## config.mk

```make
export PLATFORM = sky130hd
export DESIGN_NAME = sser_port
export DESIGN_NICKNAME = d
export VERILOG_FILES = /design/src/rtl/sser_pkg.sv /design/src/rtl/sser_mclk.sv /design/src/rtl/sser_sync.sv /design/src/rtl/sser_shift.sv /design/src/rtl/sser_port.sv
export SDC_FILE = /design/constraint.sdc
export NUM_CORES = 1
export LEC_CHECK = 0
export BUFFER_PORTS_ARGS = -buffer_cell sky130_fd_sc_hd__buf_4
export CAP_MARGIN = 20
export CORE_MARGIN = 5
export CORE_UTILIZATION = 30
export CTS_CLUSTER_DIAMETER = 100
export DETAILED_ROUTE_END_ITERATION = 6
export GPL_ROUTABILITY_DRIVEN = 0
export SETUP_SLACK_MARGIN = 0.1
export SLEW_MARGIN = 20
export SYNTH_ARGS = -nofsm -noshare
export SYNTH_HDL_FRONTEND = slang
export SYNTH_HIERARCHICAL = 1
export SYNTH_SLANG_ARGS = --single-unit
```

## constraint.sdc

```tcl
create_clock -name clk -period 5.3 [get_ports clk]
set_clock_uncertainty 0.2 [all_clocks]
set_input_delay 0 -clock clk [delete_from_list [all_inputs] [get_ports clk]]
set_output_delay 0 -clock clk [all_outputs]
set_load 0.01 [all_outputs]
```

## src/rtl/sser_pkg.sv

```systemverilog
package sser_pkg;
    localparam int DW      = 8;
    localparam int CTL_EN  = 7;
    localparam int CTL_DUP = 6;
    localparam int CTL_SLV = 5;

    typedef struct packed {
        logic en;
        logic dup;
        logic slv;
    } ctl_t;
endpackage

```

## src/rtl/sser_mclk.sv

```systemverilog
module sser_mclk #(
    parameter int DIV = 4
) (
    input  logic clk,
    input  logic rst_n,
    input  logic run,
    output logic sclk,
    output logic smp,
    output logic shf
);
    localparam int PW   = (DIV > 2) ? $clog2(DIV) : 1;
    localparam int HALF = DIV / 2;

    logic [PW-1:0] ph_d, ph_q;

    always_comb begin
        if (!run)                       ph_d = '0;
        else if (ph_q == PW'(DIV - 1))  ph_d = '0;
        else                            ph_d = ph_q + 1'b1;
    end

    always_ff @(posedge clk or negedge rst_n) begin
        if (!rst_n) ph_q <= '0;
        else        ph_q <= ph_d;
    end

    assign sclk = !run || (ph_q >= PW'(HALF));
    assign smp  = run && (ph_q == PW'(HALF - 1));
    assign shf  = run && (ph_q == PW'(DIV - 1));

    AST_SAMPLE_THEN_HIGH: assert property (@(posedge clk) disable iff (!rst_n)
        smp |=> sclk);
endmodule

```

## src/rtl/sser_sync.sv

```systemverilog
module sser_sync #(
    parameter int STAGES = 2
) (
    input  logic clk,
    input  logic rst_n,
    input  logic sclk_i,
    input  logic sdi,
    input  logic ss_n,
    output logic smp,
    output logic shf,
    output logic sdi_s,
    output logic sel
);
    typedef struct packed {
        logic [STAGES-1:0] ck;
        logic [STAGES-1:0] dt;
        logic [STAGES-1:0] ss;
        logic              prev;
    } sy_t;

    sy_t d, q;
    logic ck_now;

    always_comb begin
        d      = q;
        d.ck   = {q.ck[STAGES-2:0], sclk_i};
        d.dt   = {q.dt[STAGES-2:0], sdi};
        d.ss   = {q.ss[STAGES-2:0], ss_n};
        d.prev = q.ck[STAGES-1];
    end

    always_ff @(posedge clk or negedge rst_n) begin
        if (!rst_n) begin
            q.ck   <= '1;
            q.dt   <= '0;
            q.ss   <= '1;
            q.prev <= 1'b1;
        end else begin
            q <= d;
        end
    end

    assign ck_now = q.ck[STAGES-1];
    assign sel    = ~q.ss[STAGES-1];
    assign smp    = sel & ck_now & ~q.prev;
    assign shf    = sel & ~ck_now & q.prev;
    assign sdi_s  = q.dt[STAGES-1];
endmodule

```

## src/rtl/sser_shift.sv

```systemverilog
module sser_shift #(
    parameter int DW = 8
) (
    input  logic          clk,
    input  logic          rst_n,
    input  logic          ld,
    input  logic [DW-1:0] ld_data,
    input  logic          start,
    input  logic          smp,
    input  logic          shf,
    input  logic          sdi,
    output logic [DW-1:0] data,
    output logic          busy,
    output logic          done
);
    localparam int CW = $clog2(DW);

    typedef struct packed {
        logic [DW-1:0] sr;
        logic [CW-1:0] cnt;
        logic          busy;
        logic          got;
        logic          rx;
        logic          done;
    } sh_t;

    sh_t d, q;

    always_comb begin
        d      = q;
        d.done = 1'b0;
        if (!q.busy) begin
            if (ld) d.sr = ld_data;
            if (start) begin
                d.busy = 1'b1;
                d.cnt  = '0;
                d.got  = 1'b0;
            end
        end else if (smp) begin
            if (q.cnt == CW'(DW - 1)) begin
                d.sr   = {q.sr[DW-2:0], sdi};
                d.busy = 1'b0;
                d.done = 1'b1;
            end else begin
                d.rx  = sdi;
                d.got = 1'b1;
            end
        end else if (shf && q.got) begin
            d.sr  = {q.sr[DW-2:0], q.rx};
            d.cnt = q.cnt + 1'b1;
            d.got = 1'b0;
        end
    end

    always_ff @(posedge clk or negedge rst_n) begin
        if (!rst_n) q <= '0;
        else        q <= d;
    end

    assign data = q.sr;
    assign busy = q.busy;
    assign done = q.done;

    AST_DONE_ENDS_BUSY: assert property (@(posedge clk) disable iff (!rst_n)
        q.done |-> (!q.busy && $past(q.busy)));
    AST_DONE_SINGLE: assert property (@(posedge clk) disable iff (!rst_n)
        q.done |=> !q.done);
    AST_QUIET_HOLD: assert property (@(posedge clk) disable iff (!rst_n)
        (q.busy && !smp && !shf) |=> $stable(q.sr));
endmodule

```

## src/rtl/sser_port.sv

```systemverilog
module sser_port
    import sser_pkg::*;
#(
    parameter int CLK_DIV = 4,
    parameter int SYNC    = 2
) (
    input  logic          clk,
    input  logic          rst_n,
    input  logic          bus_sel,
    input  logic          bus_wr,
    input  logic          bus_rd,
    input  logic          bus_addr,
    input  logic [DW-1:0] bus_wdata,
    output logic [DW-1:0] bus_rdata,
    output logic          busy,
    output logic          xfer_irq,
    output logic          sclk_o,
    output logic          sclk_oe,
    input  logic          sclk_i,
    input  logic          sdi,
    output logic          sdo,
    output logic          sdo_oe,
    input  logic          ss_n
);
    ctl_t ctl_d, ctl_q;

    logic          hit_dat, hit_ctl, start, ld;
    logic          m_smp, m_shf, s_smp, s_shf, s_sdi, s_sel;
    logic          smp, shf, bit_in, run;
    logic [DW-1:0] data;

    always_comb begin
        hit_dat = bus_sel && !bus_addr && !busy;
        hit_ctl = bus_sel &&  bus_addr && !busy;
        start   = hit_dat && ctl_q.en && (ctl_q.dup ? bus_wr : bus_rd);
        ld      = hit_dat && bus_wr;
        ctl_d   = ctl_q;
        if (hit_ctl && bus_wr) begin
            ctl_d.en  = bus_wdata[CTL_EN];
            ctl_d.dup = bus_wdata[CTL_DUP];
            ctl_d.slv = bus_wdata[CTL_SLV];
        end
    end

    always_ff @(posedge clk or negedge rst_n) begin
        if (!rst_n) ctl_q <= '0;
        else        ctl_q <= ctl_d;
    end

    assign run    = busy && !ctl_q.slv;
    assign smp    = ctl_q.slv ? s_smp : m_smp;
    assign shf    = ctl_q.slv ? s_shf : m_shf;
    assign bit_in = ctl_q.slv ? s_sdi : sdi;

    sser_mclk #(.DIV(CLK_DIV)) u_mclk (
        .clk(clk), .rst_n(rst_n), .run(run),
        .sclk(sclk_o), .smp(m_smp), .shf(m_shf)
    );

    sser_sync #(.STAGES(SYNC)) u_sync (
        .clk(clk), .rst_n(rst_n), .sclk_i(sclk_i), .sdi(sdi), .ss_n(ss_n),
        .smp(s_smp), .shf(s_shf), .sdi_s(s_sdi), .sel(s_sel)
    );

    sser_shift #(.DW(DW)) u_shift (
        .clk(clk), .rst_n(rst_n), .ld(ld), .ld_data(bus_wdata), .start(start),
        .smp(smp), .shf(shf), .sdi(bit_in),
        .data(data), .busy(busy), .done(xfer_irq)
    );

    assign sdo       = data[DW-1];
    assign sclk_oe   = ctl_q.en && !ctl_q.slv;
    assign sdo_oe    = ctl_q.en && (!ctl_q.slv || !ss_n);
    assign bus_rdata = bus_addr ? {ctl_q.en, ctl_q.dup, ctl_q.slv, {(DW-4){1'b0}}, busy}
                                : data;

    AST_BUSY_NEEDS_EN: assert property (@(posedge clk) disable iff (!rst_n)
        busy |-> ctl_q.en);
    AST_START_SETS_BUSY: assert property (@(posedge clk) disable iff (!rst_n)
        start |=> busy);
    AST_CTL_FROZEN: assert property (@(posedge clk) disable iff (!rst_n)
        busy |=> $stable(ctl_q));
    AST_IDLE_CLK_HIGH: assert property (@(posedge clk) disable iff (!rst_n)
        !busy |-> sclk_o);
    AST_DESELECT_HOLD: assert property (@(posedge clk) disable iff (!rst_n)
        (busy && ctl_q.slv && !s_sel) |=> $stable(data));
endmodule

```

---- Yosys cells after proc, flatten, opt, wreduce, memory -nomap -nowiden ----
Cells that the tools add are included.
word-level totals
  bits in latches ......................... 0
  memory bits (writable) .................. 0
  memories kept ........................... 0
  output and inout port bits .............. 14
  input port bits ......................... 17
  register bits after elaboration ......... 27
  logic and storage cells ................. 82
  bits in read-only memories .............. 0
cells by class
  muxes and demuxes ....................... 22
  shifts and indexed selects .............. 0
  reductions and logical operators ........ 27
  multipliers ............................. 0
  div/mod/pow operators ................... 0
  equality and inequality tests ........... 8
  bitwise logic cells ..................... 8
  add/subtract/negate cells ............... 2
  $lt $le $gt $ge ......................... 1
operators by type and width
  cell                 count
  $mux 8               4
  $logic_and 1x1->1    14
  $mux 13              1
  $reduce_and 3->1     4
  $mux 1               11
  $mux 11              1
  $ne 3x3->1 const B   3
  $mux 2               3
  $logic_not 1->1      5
  $mux 5               1
  $and 1x1->1          4
  $ne 2x2->1 const B   2
  $not 1->1            4
  $reduce_bool 2->1    2
  $add 3x1->3 const B  1
  $eq 3x3->1 const B   1
  $mux 3               1
  $add 2x1->2 const B  1
  $eq 2x1->1 const B   1
  $eq 2x2->1 const B   1
  $ge 2x2->1 const B   1
  $logic_or 1x1->1     2

---- Longest topological paths before layout ----
  depth in word-level cells ............... 8
  mapped depth ............................ 7

---- By module ----
The synthesis kept the hierarchy.
by module, submodules not included
  module      cells each  area each (sq um)  times used  seq. area each (sq um)
  sser_shift  65          845.8              1           375.4
  sser_port   27          325.3              1           75.1
  sser_sync   10          200.2              1           181.4
  sser_mclk   10          116.4              1           50.0

---- Least setup slack after synthesis ----
No wires, ideal clock.
  path type ............................... register -> register
  from .................................... register u_shift.q, in the netlist u_shift/busy
  to ...................................... register u_shift.q, in the netlist u_shift/data[0]
  path buffers ............................ 0
  setup time .............................. 0.125 ns
  period minus slack after synthesis ...... 2.182 ns
  stages on the path, launching flop included .. 7
  slack ................................... 3.118 ns
  arrival ................................. 1.857 ns
  path through ............................ dfrtp_1 nor2b_1 and2_1 mux2_2 nand3b_4 a31oi_4 mux2_2
between the ends
  elaborated cells between the ends (all ways) .. 15
  classes of those cells .................. 2 x eq/ne; 4 x mux; 9 x reduce/logical
RTL lines
  element                                                              RTL line          source
  start: declaration                                                   sser_shift.sv:27  sh_t d, q;
  start signal: assignment                                             sser_shift.sv:56  if (!rst_n) q <= '0;
  start signal: assignment                                             sser_shift.sv:57  else q <= d;
  $logic_and 1x1->1 *                                                  sser_port.sv:50   assign run = busy && !ctl_q.slv;
  named net run                                                        sser_port.sv:29   logic smp, shf, bit_in, run;
  $logic_and 1x1->1 *                                                  sser_mclk.sv:28   assign smp = run && (ph_q == PW'(HALF - 1));
  named net m_smp                                                      sser_port.sv:28   logic m_smp, m_shf, s_smp, s_shf, s_sdi, s_sel;
  $mux 1 *                                                             sser_port.sv:51   assign smp = ctl_q.slv ? s_smp : m_smp;
  named net smp                                                        sser_port.sv:29
  $ne 3x3->1 (no source line) / $mux 8 (equally long branches)         -
  $reduce_and 3->1 (no source line) / $mux 13 (equally long branches)  -
Mark *: on every way through the listed nets, which the timed path passes. The rest lies on a longest branch.
A chain may end at the register's enable or synchronous reset.

---- Worst setup path after layout ----
  from .................................... register u_shift.q, in the netlist u_shift/busy
  to ...................................... register u_shift.q, in the netlist u_shift/data[4]
Same word-level chain as after synthesis.

==> flow_summary.ini <==
[cts]
worstSkewPairLatency_ns = 0.27
cts_resized = 0
clock_tree.htree_level_count = 1
cts.sink_count = 27
clk_transition_reported_paths_ns = 0.10
cts_setup_buffers = 0
clock-root-buffer = sky130_fd_sc_hd__clkbuf_8
holdBufCountCts = 16
clock_buffer_depth = 2
cts_made_buffers = 3
cts_tree = done

[setup_path]
worstSetupStartpoint = u_shift/busy
required_ns = 5.27
r2r_startpoint = u_shift/busy
worst-r2r-cell-count = 6
crit_type = flip-flop to flip-flop
worst-r2r-setup-slack_ns = 2.62
worst_setup_path_start_kind = flip-flop
critPathArrivalTime_ns = 2.65
crit-reg2reg-capture = u_shift/data[4]
crit_path_end_kind = flip-flop
critical_path_peak_fanout = 23

[route]
ant_nets = 0
avgRoutedWirePerCell_um = 13.4
wl_met1_um = 1290
initialDrtViolationCount = 36
highest_layer = met4
route.vias.total = 943
wirelength_um = 2890
dr.pass1.iters = 4
route.detailed.vias_per_inst = 4.37
drc = 0
detailroute.wirelength.met2_um = 1450
met3_wirelength_um = 114

[sta]
max_slew.worst_pin.slew_ns = 0.759
achievable-frequency_ghz = 0.373
post-route-period-util_pct = 50.6
rsz0062_at_grt = false
slew_viol_final = 0
finalWorstPathRequiredPeriod_ns = 2.68
finalSetupViolations = 0
report.final.hold_viol_count = 0
finalSetupTns_ns = 0
max_slew_margin_pct = 49.4

[finish]
area_growth_syn_to_layout_pct = 27.6
final_design_area_no_fill_um2 = 1890
leading_cell_types_in_the_layout_fill_and_taps_excluded = sky130_fd_sc_hd__buf_4 (30), sky130_fd_sc_hd__mux2_2 (23), sky130_fd_sc_hd__dfrtp_1 (22)
diodes = 0
n_fill_cell = 472
layout_commonest_cell = sky130_fd_sc_hd__buf_4
post_route_cells_drive_above_1_share_pct = 53.0
final_net_count = 172

[power]
swShare_pct = 32.8
net-switching-power_w = 0.000291
power.share.combinational_pct = 45.8
worst_ir_drop_vdd_mv = 0.148
pwr_cell_area_nw_per_um2 = 468
power.share.sequential_pct = 41.2
part_of_the_total_power_dissipated_in_the_clock_network_pct = 13.1
power_report.internal_total_w = 0.000595
power.leakage_nw = 0.914

[die]
die_width_um = 80.3
io-pin-count = 31
core_um2 = 4750
die_h_um = 80.3
placement_rows = 25
die_area_um2 = 6450
floorplan.initialDensity_pct = 31.2

[logic_synthesis]
netlist_instances = 111
synth_fp_nets = 133
mappedNetlistArea_um2 = 1480
synth.avg_cell_area_um2 = 13.4
yosys_warnings = 6

[global_route]
grt.total_usage_pct = 9.37
wire_length_of_the_first_global_routing_pass_um = 4750
grt_max_degree = 24
gr-total-overflow = 0
vias_in_the_first_global_route = 1036
initial_antenna_violation_count = 0

[min_path]
hold_removal_path_class = primary input to asynchronous set/reset pin

[placed_design]
detailed_place.area_um2 = 1690
post-dp-hpwl_um = 2140
numPortBuffers = 30

[run]
max_cap_viols = 0

[status]
run_status = completed
[routing by layer]
metal  vias to the layer above  GRT usage, %
met1                       468          11.2
met4                         0          3.55
met5                         -             0
met3                         2          1.57
met2                        17          16.6
li1                        456             -
[critical path: stages, from the launching register on]
cell and delay [ns]:
sky130_fd_sc_hd__dfrtp_1 0.85, sky130_fd_sc_hd__nor2b_1 0.34, sky130_fd_sc_hd__and2_1 0.17, sky130_fd_sc_hd__mux2_2 0.21, sky130_fd_sc_hd__nand2_2 0.08, sky130_fd_sc_hd__a31oi_4 0.35, sky130_fd_sc_hd__mux2_2 0.38
[stage by stage]
step | utilization (%) | power, W | setup slack (ns) | cells | hold slack, ns
3_3_place_gp | 35.6 | 0.000738 | 2.69 | 196 | -0.268
2_1_floorplan | - | 0.000672 | 3.12 | 111 | -0.496
3_5_place_dp | 35.6 | 0.000755 | 2.62 | 196 | -0.260
5_1_grt | 39.8 | 0.000950 | 2.44 | 216 | 0.0442
4_1_cts | 39.9 | 0.000899 | 2.60 | 216 | 0.0290
6_report | 39.8 | 0.000886 | 2.62 | 216 | 0.0252
[worst max-delay path by stage]
stage	end	slack [ns]	cells after the start
after floorplan	u_shift/data[0]	3.12	6
after global placement	u_shift/data[4]	2.69	6
after detailed placement	u_shift/data[4]	2.62	6
after CTS	u_shift/data[4]	2.60	6
after global routing	u_shift/data[4]	2.44	6
final	u_shift/data[4]	2.62	6
[layout make-up]
type / count / area (um^2) / area share (%)
Multi-Input combinational cell: 71 / 697 / 36.8
Sequential cell: 27 / 682 / 36.0
Timing Repair Buffer: 46 / 380 / 20.1
Tap cell: 67 / 83.8 / 4.43
Clock buffer: 3 / 41.3 / 2.18
Clock inverter: 1 / 5.00 / 0.264
Inverter: 1 / 3.75 / 0.198
[power groups by stage]
| stage | clock [W] | sequential [W] | combinational (W) |
|---|---|---|---|
| floorplan | 0 | 0.000323 | 0.000348 |
| global placement | 0 | 0.000365 | 0.000373 |
| detailed placement | 0 | 0.000371 | 0.000384 |
| CTS | 0.000122 | 0.000366 | 0.000411 |
| global route | 0.000130 | 0.000381 | 0.000439 |
| finish | 0.000116 | 0.000365 | 0.000405 |
[state kept, by name, indices dropped and copies added, names as in the netlist]
| register | cells |
|---|---|
| u_shift/data | 8 |
| u_shift/q | 5 |
| ctl_q | 3 |
| u_sync/d | 3 |
| u_mclk/ph_q | 2 |
| u_sync/q | 2 |
| u_shift/busy | 1 |
| u_shift/done | 1 |
| u_sync/ck_now | 1 |
| u_sync/sdi_s | 1 |
(Power assumes the default switching activity.)
